### src/rtl/hsa_pkg.sv
package hsa_pkg;

    typedef enum logic [1:0] {
        TAG_3D  = 2'b00,
        TAG_2D  = 2'b01,
        TAG_UB  = 2'b10,
        TAG_RSV = 2'b11
    } path_tag_e;

    typedef enum logic [1:0] {
        ST_EMPTY,
        ST_HOLD_UB,
        ST_HOLD_3D,
        ST_HOLD_2D
    } out_state_e;

    localparam int NUM_PATHS = 3;
    localparam int PI_3D     = 0;
    localparam int PI_2D     = 1;
    localparam int PI_UB     = 2;

endpackage

### src/rtl/hsa_fifo.sv
module hsa_fifo #(
    parameter int W     = 32,
    parameter int DEPTH = 4
) (
    input  logic         clk,
    input  logic         rst_n,
    input  logic         push,
    input  logic [W-1:0] din,
    output logic         full,
    input  logic         pop,
    output logic         valid,
    output logic [W-1:0] dout
);
    localparam int AW = (DEPTH > 1) ? $clog2(DEPTH) : 1;
    localparam int CW = $clog2(DEPTH + 1);

    logic [W-1:0]  mem [DEPTH];
    logic [AW-1:0] wr_idx, rd_idx;
    logic [CW-1:0] fill;
    logic          do_push, do_pop;

    assign full    = (fill == CW'(DEPTH));
    assign valid   = (fill != '0);
    assign do_push = push && !full;
    assign do_pop  = pop && valid;
    assign dout    = mem[rd_idx];

    function automatic logic [AW-1:0] step(input logic [AW-1:0] idx);
        return (idx == AW'(DEPTH - 1)) ? '0 : idx + AW'(1);
    endfunction

    always_ff @(posedge clk) begin
        if (do_push) mem[wr_idx] <= din;
    end

    always_ff @(posedge clk or negedge rst_n) begin
        if (!rst_n) begin
            wr_idx <= '0;
            rd_idx <= '0;
            fill   <= '0;
        end else begin
            if (do_push) wr_idx <= step(wr_idx);
            if (do_pop)  rd_idx <= step(rd_idx);
            unique case ({do_push, do_pop})
                2'b10:   fill <= fill + CW'(1);
                2'b01:   fill <= fill - CW'(1);
                default: fill <= fill;
            endcase
        end
    end

endmodule

### src/rtl/hsa_ingress.sv
module hsa_ingress
    import hsa_pkg::*;
(
    input  logic                 host_valid,
    input  logic [1:0]           host_tag,
    input  logic [NUM_PATHS-1:0] path_full,
    input  logic                 fence_at_max,
    output logic                 host_ready,
    output logic [NUM_PATHS-1:0] path_push
);
    path_tag_e tag;
    assign tag = path_tag_e'(host_tag);

    always_comb begin
        unique case (tag)
            TAG_3D:  host_ready = !path_full[PI_3D] && !fence_at_max;
            TAG_2D:  host_ready = !path_full[PI_2D];
            TAG_UB:  host_ready = !path_full[PI_UB];
            TAG_RSV: host_ready = 1'b1;
        endcase
    end

    for (genvar p = 0; p < NUM_PATHS; p++) begin : g_push
        assign path_push[p] = host_valid && host_ready && (host_tag == 2'(p));
    end

endmodule

### src/rtl/hsa_fence_ctr.sv
module hsa_fence_ctr #(
    parameter int CW = 6
) (
    input  logic clk,
    input  logic rst_n,
    input  logic inc,
    input  logic dec,
    output logic zero,
    output logic at_max
);
    localparam logic [CW-1:0] MAXV = {CW{1'b1}};

    logic [CW-1:0] cnt;

    assign zero   = (cnt == '0);
    assign at_max = (cnt == MAXV);

    always_ff @(posedge clk or negedge rst_n) begin
        if (!rst_n) begin
            cnt <= '0;
        end else begin
            unique case ({inc, dec})
                2'b10:   cnt <= cnt + CW'(1);
                2'b01:   cnt <= cnt - CW'(1);
                default: cnt <= cnt;
            endcase
        end
    end

endmodule

### src/rtl/hsa_out_sel.sv
module hsa_out_sel
    import hsa_pkg::*;
#(
    parameter int W = 32
) (
    input  logic         clk,
    input  logic         rst_n,
    input  logic         ub_valid,
    input  logic [W-1:0] ub_data,
    input  logic         ret_valid,
    input  logic [W-1:0] ret_data,
    input  logic         td_valid,
    input  logic [W-1:0] td_data,
    input  logic         fence_clear,
    input  logic         out_ready,
    output logic         out_valid,
    output logic [W-1:0] out_data,
    output logic [1:0]   out_src,
    output logic         ub_pop,
    output logic         td_pop,
    output logic         ret_ready,
    output logic         fwd_3d
);
    out_state_e   state_q, state_d;
    logic [W-1:0] data_q, data_d;
    logic         slot_free;

    always_comb begin
        slot_free = (state_q == ST_EMPTY) || out_ready;
        state_d   = state_q;
        data_d    = data_q;
        ub_pop    = 1'b0;
        ret_ready = 1'b0;
        td_pop    = 1'b0;
        if (slot_free) begin
            if (ub_valid) begin
                ub_pop    = 1'b1;
                state_d   = ST_HOLD_UB;
                data_d    = ub_data;
            end else if (ret_valid) begin
                ret_ready = 1'b1;
                state_d   = ST_HOLD_3D;
                data_d    = ret_data;
            end else if (td_valid && fence_clear) begin
                td_pop    = 1'b1;
                state_d   = ST_HOLD_2D;
                data_d    = td_data;
            end else begin
                state_d   = ST_EMPTY;
            end
        end
    end

    always_ff @(posedge clk or negedge rst_n) begin
        if (!rst_n) begin
            state_q <= ST_EMPTY;
            data_q  <= '0;
        end else begin
            state_q <= state_d;
            data_q  <= data_d;
        end
    end

    always_comb begin
        out_data = data_q;
        unique case (state_q)
            ST_EMPTY:   begin out_valid = 1'b0; out_src = TAG_3D; end
            ST_HOLD_UB: begin out_valid = 1'b1; out_src = TAG_UB; end
            ST_HOLD_3D: begin out_valid = 1'b1; out_src = TAG_3D; end
            ST_HOLD_2D: begin out_valid = 1'b1; out_src = TAG_2D; end
        endcase
        fwd_3d = (state_q == ST_HOLD_3D) && out_ready;
    end

endmodule

### src/rtl/host_stream_arbiter.sv
module host_stream_arbiter
    import hsa_pkg::*;
#(
    parameter int DW       = 32,
    parameter int DEPTH_3D = 4,
    parameter int DEPTH_2D = 4,
    parameter int DEPTH_UB = 4,
    parameter int CNT_W    = 6
) (
    input  logic          clk,
    input  logic          rst_n,
    input  logic          host_valid,
    output logic          host_ready,
    input  logic [1:0]    host_tag,
    input  logic [DW-1:0] host_data,
    output logic          geo_valid,
    input  logic          geo_ready,
    output logic [DW-1:0] geo_data,
    input  logic          ret_valid,
    output logic          ret_ready,
    input  logic [DW-1:0] ret_data,
    output logic          out_valid,
    input  logic          out_ready,
    output logic [DW-1:0] out_data,
    output logic [1:0]    out_src
);
    logic [NUM_PATHS-1:0] f_push, f_pop, f_vld, f_full;
    logic [DW-1:0]        f_dout [NUM_PATHS];
    logic                 cnt_zero, cnt_max, fwd_3d, ub_pop, td_pop;
    logic                 ub_pending, fence_busy;

    hsa_ingress u_ingress (
        .host_valid   (host_valid),
        .host_tag     (host_tag),
        .path_full    (f_full),
        .fence_at_max (cnt_max),
        .host_ready   (host_ready),
        .path_push    (f_push)
    );

    for (genvar p = 0; p < NUM_PATHS; p++) begin : g_path
        localparam int FD = (p == PI_3D) ? DEPTH_3D :
                            (p == PI_2D) ? DEPTH_2D : DEPTH_UB;
        hsa_fifo #(.W(DW), .DEPTH(FD)) u_fifo (
            .clk   (clk),
            .rst_n (rst_n),
            .push  (f_push[p]),
            .din   (host_data),
            .full  (f_full[p]),
            .pop   (f_pop[p]),
            .valid (f_vld[p]),
            .dout  (f_dout[p])
        );
    end

    assign geo_valid     = f_vld[PI_3D];
    assign geo_data      = f_dout[PI_3D];
    assign f_pop[PI_3D]  = geo_valid && geo_ready;
    assign f_pop[PI_2D]  = td_pop;
    assign f_pop[PI_UB]  = ub_pop;

    hsa_fence_ctr #(.CW(CNT_W)) u_fence (
        .clk    (clk),
        .rst_n  (rst_n),
        .inc    (f_push[PI_3D]),
        .dec    (fwd_3d),
        .zero   (cnt_zero),
        .at_max (cnt_max)
    );

    hsa_out_sel #(.W(DW)) u_sel (
        .clk         (clk),
        .rst_n       (rst_n),
        .ub_valid    (f_vld[PI_UB]),
        .ub_data     (f_dout[PI_UB]),
        .ret_valid   (ret_valid),
        .ret_data    (ret_data),
        .td_valid    (f_vld[PI_2D]),
        .td_data     (f_dout[PI_2D]),
        .fence_clear (cnt_zero),
        .out_ready   (out_ready),
        .out_valid   (out_valid),
        .out_data    (out_data),
        .out_src     (out_src),
        .ub_pop      (ub_pop),
        .td_pop      (td_pop),
        .ret_ready   (ret_ready),
        .fwd_3d      (fwd_3d)
    );

    assign ub_pending = f_vld[PI_UB];
    assign fence_busy = !cnt_zero;

endmodule

### config.mk
export PLATFORM = sky130hd
export DESIGN_NAME = host_stream_arbiter
export DESIGN_NICKNAME = d
export VERILOG_FILES = /design/src/rtl/hsa_pkg.sv /design/src/rtl/hsa_fifo.sv /design/src/rtl/hsa_ingress.sv /design/src/rtl/hsa_fence_ctr.sv /design/src/rtl/hsa_out_sel.sv /design/src/rtl/host_stream_arbiter.sv
export SDC_FILE = /design/constraint.sdc
export NUM_CORES = 1
export LEC_CHECK = 0
export ABC_AREA = 0
export BUFFER_PORTS_ARGS = -buffer_cell sky130_fd_sc_hd__buf_2
export CAP_MARGIN = 25
export CELL_PAD_IN_SITES_DETAIL_PLACEMENT = 0
export CELL_PAD_IN_SITES_GLOBAL_PLACEMENT = 2
export CORE_MARGIN = 3
export CORE_UTILIZATION = 50
export CTS_CLUSTER_SIZE = 28
export DETAILED_ROUTE_END_ITERATION = 10
export PLACE_DENSITY_LB_ADDON = 0.1
export SLEW_MARGIN = 20
export SYNTH_ARGS = -nofsm -noshare
export SYNTH_HDL_FRONTEND = slang
export SYNTH_HIERARCHICAL = 1
export SYNTH_SLANG_ARGS = --single-unit
### constraint.sdc
create_clock -name clk -period 6.7 [get_ports clk]
set_input_delay 0 -clock clk [delete_from_list [all_inputs] [get_ports clk]]
set_output_delay 0 -clock clk [all_outputs]
set_load 0.005 [all_outputs]
==> results of run 1 <==
==> area by class of cell <==
cell class | instances | area share [%]
clock inverters | 19 | 0.969
inverters | 26 | 0.461
repair buffers | 216 | 7.11
flip-flops and latches | 445 | 61.7
well taps | 455 | 2.69
multi-input cells | 366 | 21.0
clock buffers | 67 | 6.14
==> worst reg2reg max path: cells and delay by family, from the launching register on <==
family        cells  cell delay (ns)
xor+xnor          2             0.29
simple gates      6             1.67
fa+ha+maj         2             0.54
flops             1             0.49
buf+inv           2             0.13
==> layout by cell type (no fill, tap or decap), drive strengths merged, types with 2 or more instances in the layout <==
cell         count
edfxtp         384
buf            151
mux4            96
clkbuf          67
dlygate4sd3     65
dfrtp           61
mux2            45
mux2i           35
nand2           35
o21ai           34
inv             28
ha              21
nor2            14
and2            14
clkinv          13
xor2            11
nor3b            7
nor2b            6
nand2b           5
a21oi            5
bufinv           4
xnor2            4
nor3             4
or3              3
fa               3
nand4            2
and3b            2
==> worst max path at each step <==
stage	endpoint	slack (ns)	cells after the start
after floorplan	g_path[1].u_fifo/fill[2]	3.72	13
after global placement	g_path[1].u_fifo/fill[2]	3.58	12
after detailed placement	u_fence/cnt[4]	3.46	11
after CTS	g_path[1].u_fifo/fill[2]	3.49	12
after global routing	u_fence/cnt[4]	3.18	11
final	g_path[1].u_fifo/fill[2]	3.49	12
==> power by group <==
part | leakage [nW] | total, mW | internal [mW] | switching, mW
Clock | 0.738 | 2.52 | 1.51 | 1.02
Combinational | 2.65 | 2.00 | 1.03 | 0.970
Sequential | 4.18 | 3.62 | 3.34 | 0.273
Total | 7.57 | 8.13 | 5.88 | 2.26
==> timing repair <==
action / CTS / global route
gates resized for setup: 0 / 0
endpoints found under the hold margin: 479 / 0
hold buffers: 65 / 0
==> sequential cells by signal, summed over array words and instances, names as in the netlist <==
register              count
u_sel/state_q             2
u_fence/cnt               6
g_path.u_fifo/rd_idx      6
u_sel/out_data           32
g_path.u_fifo/wr_idx      6
g_path.u_fifo/mem       384
g_path.u_fifo/fill        9
==> routing by layer <==
layer	track usage, %	vias to the layer above	share of wire [%]
met4	4.70	2	1.7
li1	-	3955	-
met5	0	-	0.030
met3	3.06	46	3.7
met1	28.3	4542	45
met2	32.5	177	49
==> logic make-up (layout without fill, tap and decap cells) <==
group / Yosys count / in the layout / share of synthesized area [%]
AOI/OAI and AO/OA: 50 / 50 / 1.72
xor gates and xnor gates: 15 / 15 / 0.730
adders and majority gates: 24 / 24 / 1.79
buffers and inverters: 70 / 328 / 2.81
DFF: 445 / 445 / 72.6
muxes: 176 / 176 / 17.0
and+or+nand+nor: 101 / 101 / 3.32
==> per-stage QoR <==
stage / power (mW) / hold slack (ns) / area, µm²
final: 8.13 / 0.0353 / 21200
after global routing: 8.56 / 0.0326 / 21200
after CTS: 8.26 / 0.00316 / 21200
after detailed placement: 5.70 / 0.202 / 19000
after global placement: 5.66 / 0.196 / 18900
after floorplan: 5.08 / -0.296 / 18000
==> impl_metrics.json, run 1 <==
{
  "die_height_um": 196,
  "cts.sinks": 445,
  "worstPathArrival_ns": 3.68,
  "start_util_pct": 51.4,
  "cts_buffers": 46,
  "yosysMostFrequentCell": "edfxtp_1",
  "path_delay_family": "simple AND/OR/NAND/NOR gates",
  "end_kind": "flop",
  "antenna_found_initial": 1,
  "drt_iter0_drc": 469,
  "diodes": 0,
  "critical_path_required_ns": 7.18,
  "synth_edf_count": 384,
  "finClkSkew_ns": 0.00853,
  "ff2ff_setup_slack_ns": 3.49,
  "fp.dieArea_mm2": 0.0383,
  "num-fill-cells": 2522,
  "grt_max_degree": 71,
  "final_core_util_pct": 60.6,
  "hp-class": "primary input to flop",
  "pre_cts_slack_ns": 3.46,
  "hpwlAfterDp_um": 22400,
  "gp_congestion": 0.703,
  "synthesis.area_mm2": 0.0180,
  "die_w_um": 196,
  "wire_per_inst_um": 23.3,
  "slew_viol_final": 0,
  "cp-start-kind": "flop",
  "status": "completed",
  "clk_pin_slew_ns": 0.06,
  "nNetsFinal": 1197,
  "power_density_mw_per_mm2": 384,
  "finalHoldViolations": 0,
  "post-cts-setup-buffers": 0,
  "synthTopCellsByArea": "edfxtp_1 64%, mux4_2 11%, dfrtp_1 8.5%",
  "cts_root_buffer": "clkbuf_16",
  "ys_top_cells_by_count": "384 x edfxtp_1, 84 x mux4_2, 61 x dfrtp_1",
  "viasPerCell": 5.47,
  "wl_um": 37200,
  "grt_pass1_wl_um": 57000,
  "clockBufferDepth": 3,
  "htreeDepth": 2,
  "slowest_stage": "or4_4",
  "fmaxAchievable_mhz": 312,
  "rsz0062_at_grt": "no",
  "netlist_instances": 881,
  "hp-start": "ret_data[11]",
  "drv_cap": 0,
  "slew_headroom_pct": 31.5,
  "min_path_cells": 4,
  "setup_viol": 0,
  "worstReg2RegEnd": "g_path[1].u_fifo/fill[2]",
  "critPathBufInv": 2,
  "synth_flop_cell": "edfxtp_1",
  "dp.cells": 1443,
  "path_max_fanout": 10,
  "fin_ws_ns": 3.49,
  "first_global_vias": 9199,
  "synthArstFlopShare_pct": 13.7,
  "finalCritPeriodShare_pct": 47.9,
  "synth_nets": 977,
  "worstHoldEndpoint": "u_sel/out_data[11]",
  "grt_overflow": 0,
  "worstPathCellList": "or4_4, nor3_1, and3b_1, nor3b_1, nand2_4, inv_1, ha_1, inv_1, fa_1, xor2_1, nor2_1, xor2_1",
  "ir_drop_v": 0.000263,
  "min_period_ns": 3.21,
  "cp_slowest_stage_delay_ns": 0.55,
  "tritoncts": "built",
  "route.detailed.drc": 0,
  "layout-drive-gt1-share_pct": 33.3,
  "yosys.area.top_type_share_pct": 64.1,
  "final_cells": 1594,
  "ant_nets": 0,
  "synth_top_cell_by_area": "edfxtp_1",
  "synth-seq-cells": 445,
  "insertion_delay_ns": 0.55,
  "vias": 8722,
  "fin_tns_setup_ns": 0,
  "syn2layout_area_growth_pct": 17.8,
  "tightest_slew_ns": 1.03,
  "core_mm2": 0.0350,
  "timing.rr.start": "u_fence/cnt[2]",
  "yosysWarnings": 6,
  "seqCellArea_mm2": 0.0131,
  "ys_seq_area_share_pct": 72.6,
  "leakagePower_nw": 7.57,
  "drt_pre_antenna_iters": 5,
  "multi_input_area_mm2": 0.00444,
  "numPortBuffers": 141,
  "rows": 68,
  "yosys.cell_types.count": 54,
  "r2r_cells": 12,
  "crit_type": "flop to flop",
  "io_pins": 142,
  "worstSetupStartpoint": "u_fence/cnt[2]",
  "grt.total_usage_pct": 19.8,
  "syn_area_per_cell_um2": 20.4
}
(Power assumes the default switching activity.)
==> inputs of run 2 (changes only) <==
--- a/config.mk
+++ b/config.mk
@@ -11,7 +11,7 @@
 export CELL_PAD_IN_SITES_DETAIL_PLACEMENT = 0
 export CELL_PAD_IN_SITES_GLOBAL_PLACEMENT = 2
 export CORE_MARGIN = 3
-export CORE_UTILIZATION = 50
+export CORE_UTILIZATION = 46
 export CTS_CLUSTER_SIZE = 28
 export DETAILED_ROUTE_END_ITERATION = 10
 export PLACE_DENSITY_LB_ADDON = 0.1
==> constraint.sdc (replaced) <==
create_clock -name clk -period 3.35 [get_ports clk]
set_input_delay 0 -clock clk [delete_from_list [all_inputs] [get_ports clk]]
set_output_delay 0 -clock clk [all_outputs]
set_load 0.005 [all_outputs]
==> impl_metrics.json, run 2 (synthesis results as in run 1) <==
{
  "p_total_mw": 16.3,
  "rsz0062_at_grt": "no",
  "largest_reg_flops": 384,
  "antenna_found_initial": 1,
  "insertion_delay_ns": 0.57,
  "layout-drive-gt1-share_pct": 34.7,
  "dp.cells": 1518,
  "start_util_pct": 47.2,
  "syn2layout_area_growth_pct": 19.3,
  "regMostFlops": "g_path.u_fifo/mem",
  "core_mm2": 0.0381,
  "num-fill-cells": 2947,
  "die_height_um": 204,
  "drt_iter0_drc": 572,
  "clk_pin_slew_ns": 0.06,
  "fp.dieArea_mm2": 0.0415,
  "first_global_vias": 9355,
  "drt_pre_antenna_iters": 5,
  "timing.rr.start": "u_fence/cnt[3]",
  "r2r_cells": 12,
  "hpwlAfterDp_um": 23000,
  "numPortBuffers": 141,
  "grt.total_usage_pct": 19.4,
  "critical_path_required_ns": 3.84,
  "gp_congestion": 0.725,
  "tritoncts": "built",
  "hp-class": "primary input to flop",
  "crit_type": "flop to flop",
  "io_pins": 142,
  "rows": 71,
  "final_cells": 1670,
  "setup_viol": 0,
  "ff2ff_setup_slack_ns": 0.34,
  "vias": 9015,
  "fin_ws_ns": 0.336,
  "nNetsFinal": 1218,
  "power_density_mw_per_mm2": 761,
  "route.detailed.drc": 0,
  "slew_viol_final": 0,
  "worstSetupStartpoint": "u_fence/cnt[3]",
  "clockBufferDepth": 3,
  "final_common_cell": "edfxtp_1",
  "path_max_fanout": 8,
  "finClkSkew_ns": 0.0124,
  "fmaxAchievable_mhz": 332,
  "multi_input_area_mm2": 0.00444,
  "post-cts-setup-buffers": 0,
  "grt_util_met1_pct": 28.1,
  "cts_hold_buf": 66,
  "min_period_ns": 3.01,
  "ant_nets": 0,
  "cts_root_buffer": "clkbuf_16",
  "diodes": 0,
  "leakagePower_nw": 7.69,
  "worstPathArrival_ns": 3.50,
  "die_w_um": 204,
  "cts_buffers": 47,
  "grt-busiest-layer": "met2",
  "grt.met3_usage_pct": 3.27,
  "slew_headroom_pct": 44.1,
  "htreeDepth": 2,
  "finalCritPeriodShare_pct": 90.0,
  "cts-resized-gates": 0,
  "drv_cap": 0,
  "gr-usage-met2_pct": 31.0,
  "worstSetupEndpoint": "g_path[1].u_fifo/fill[2]",
  "cp-start-kind": "flop",
  "mostFrequentLayoutCells": "384 x edfxtp_1, 140 x buf_2, 84 x mux4_2",
  "wl_um": 39500,
  "ir_drop_v": 0.000472,
  "viasPerCell": 5.40,
  "fin_tns_setup_ns": 0,
  "pre_cts_slack_ns": 0.313,
  "end_kind": "flop",
  "grt_max_degree": 51,
  "finalHoldViolations": 0,
  "worstReg2RegEnd": "g_path[1].u_fifo/fill[2]",
  "cts.sinks": 445,
  "seqCellArea_mm2": 0.0131,
  "grt_pass1_wl_um": 59600,
  "wire_per_inst_um": 23.7,
  "tightest_slew_ns": 0.839,
  "grt_overflow": 0,
  "status": "completed"
}
==> run 2: worst max-delay path, stage by stage (launching register included) <==
cell     delay [ns]
dfrtp_1        0.47
or4_4          0.57
nor3_1         0.21
and3b_1        0.22
nor3b_1        0.31
nand2_4        0.09
inv_1          0.07
ha_1           0.17
inv_1          0.06
fa_1           0.37
xor2_1         0.15
nor2_1         0.11
xor2_1         0.15
==> run 2: final cells by class <==
class	count	share of cell area (%)
flip-flops and latches	445	60.9
multi-input cells	366	20.7
repair buffers	236	8.09
clock buffers	57	5.70
well taps	511	2.98
clock inverters	29	1.21
inverters	26	0.455
==> run 2: how the worst min path moves through the flow <==
stage	start	to	slack (ns)	cells after the start
global placement	rst_n	u_sel/out_data[3]	0.14	1
finish	ret_data[31]	u_sel/out_data[31]	0.02	4
detailed placement	rst_n	u_sel/out_data[3]	0.14	1
floorplan	rst_n	g_path[0].u_fifo/fill[0]	-0.30	0
global route	ret_data[31]	u_sel/out_data[31]	0.02	4
CTS	ret_data[31]	u_sel/out_data[31]	0.03	4
==> run 2: per-layer routing <==
metal / vias to the layer above / part of all wire (%)
li1: 4007 / -
met1: 4740 / 46
met2: 213 / 48
met3: 53 / 4.8
met4: 2 / 1.9
met5: - / 0.018
==> run 2: metrics by stage <==
step,util [%],instance area [µm²],hold slack [ns]
2_1_floorplan,-,18000,-0.296
3_3_place_gp,50.7,19300,0.140
3_5_place_dp,50.7,19300,0.136
4_1_cts,56.3,21500,0.0289
5_1_grt,56.3,21500,0.0249
6_report,56.3,21500,0.0231
==> run 2: power by group <==
group / internal, mW / total [mW] / leakage [nW] / switching [mW]
logic: 2.14 / 3.91 / 2.77 / 1.77
clock network: 2.92 / 5.01 / 0.733 / 2.09
registers: 6.68 / 7.42 / 4.18 / 0.736
total: 11.7 / 16.3 / 7.69 / 4.60
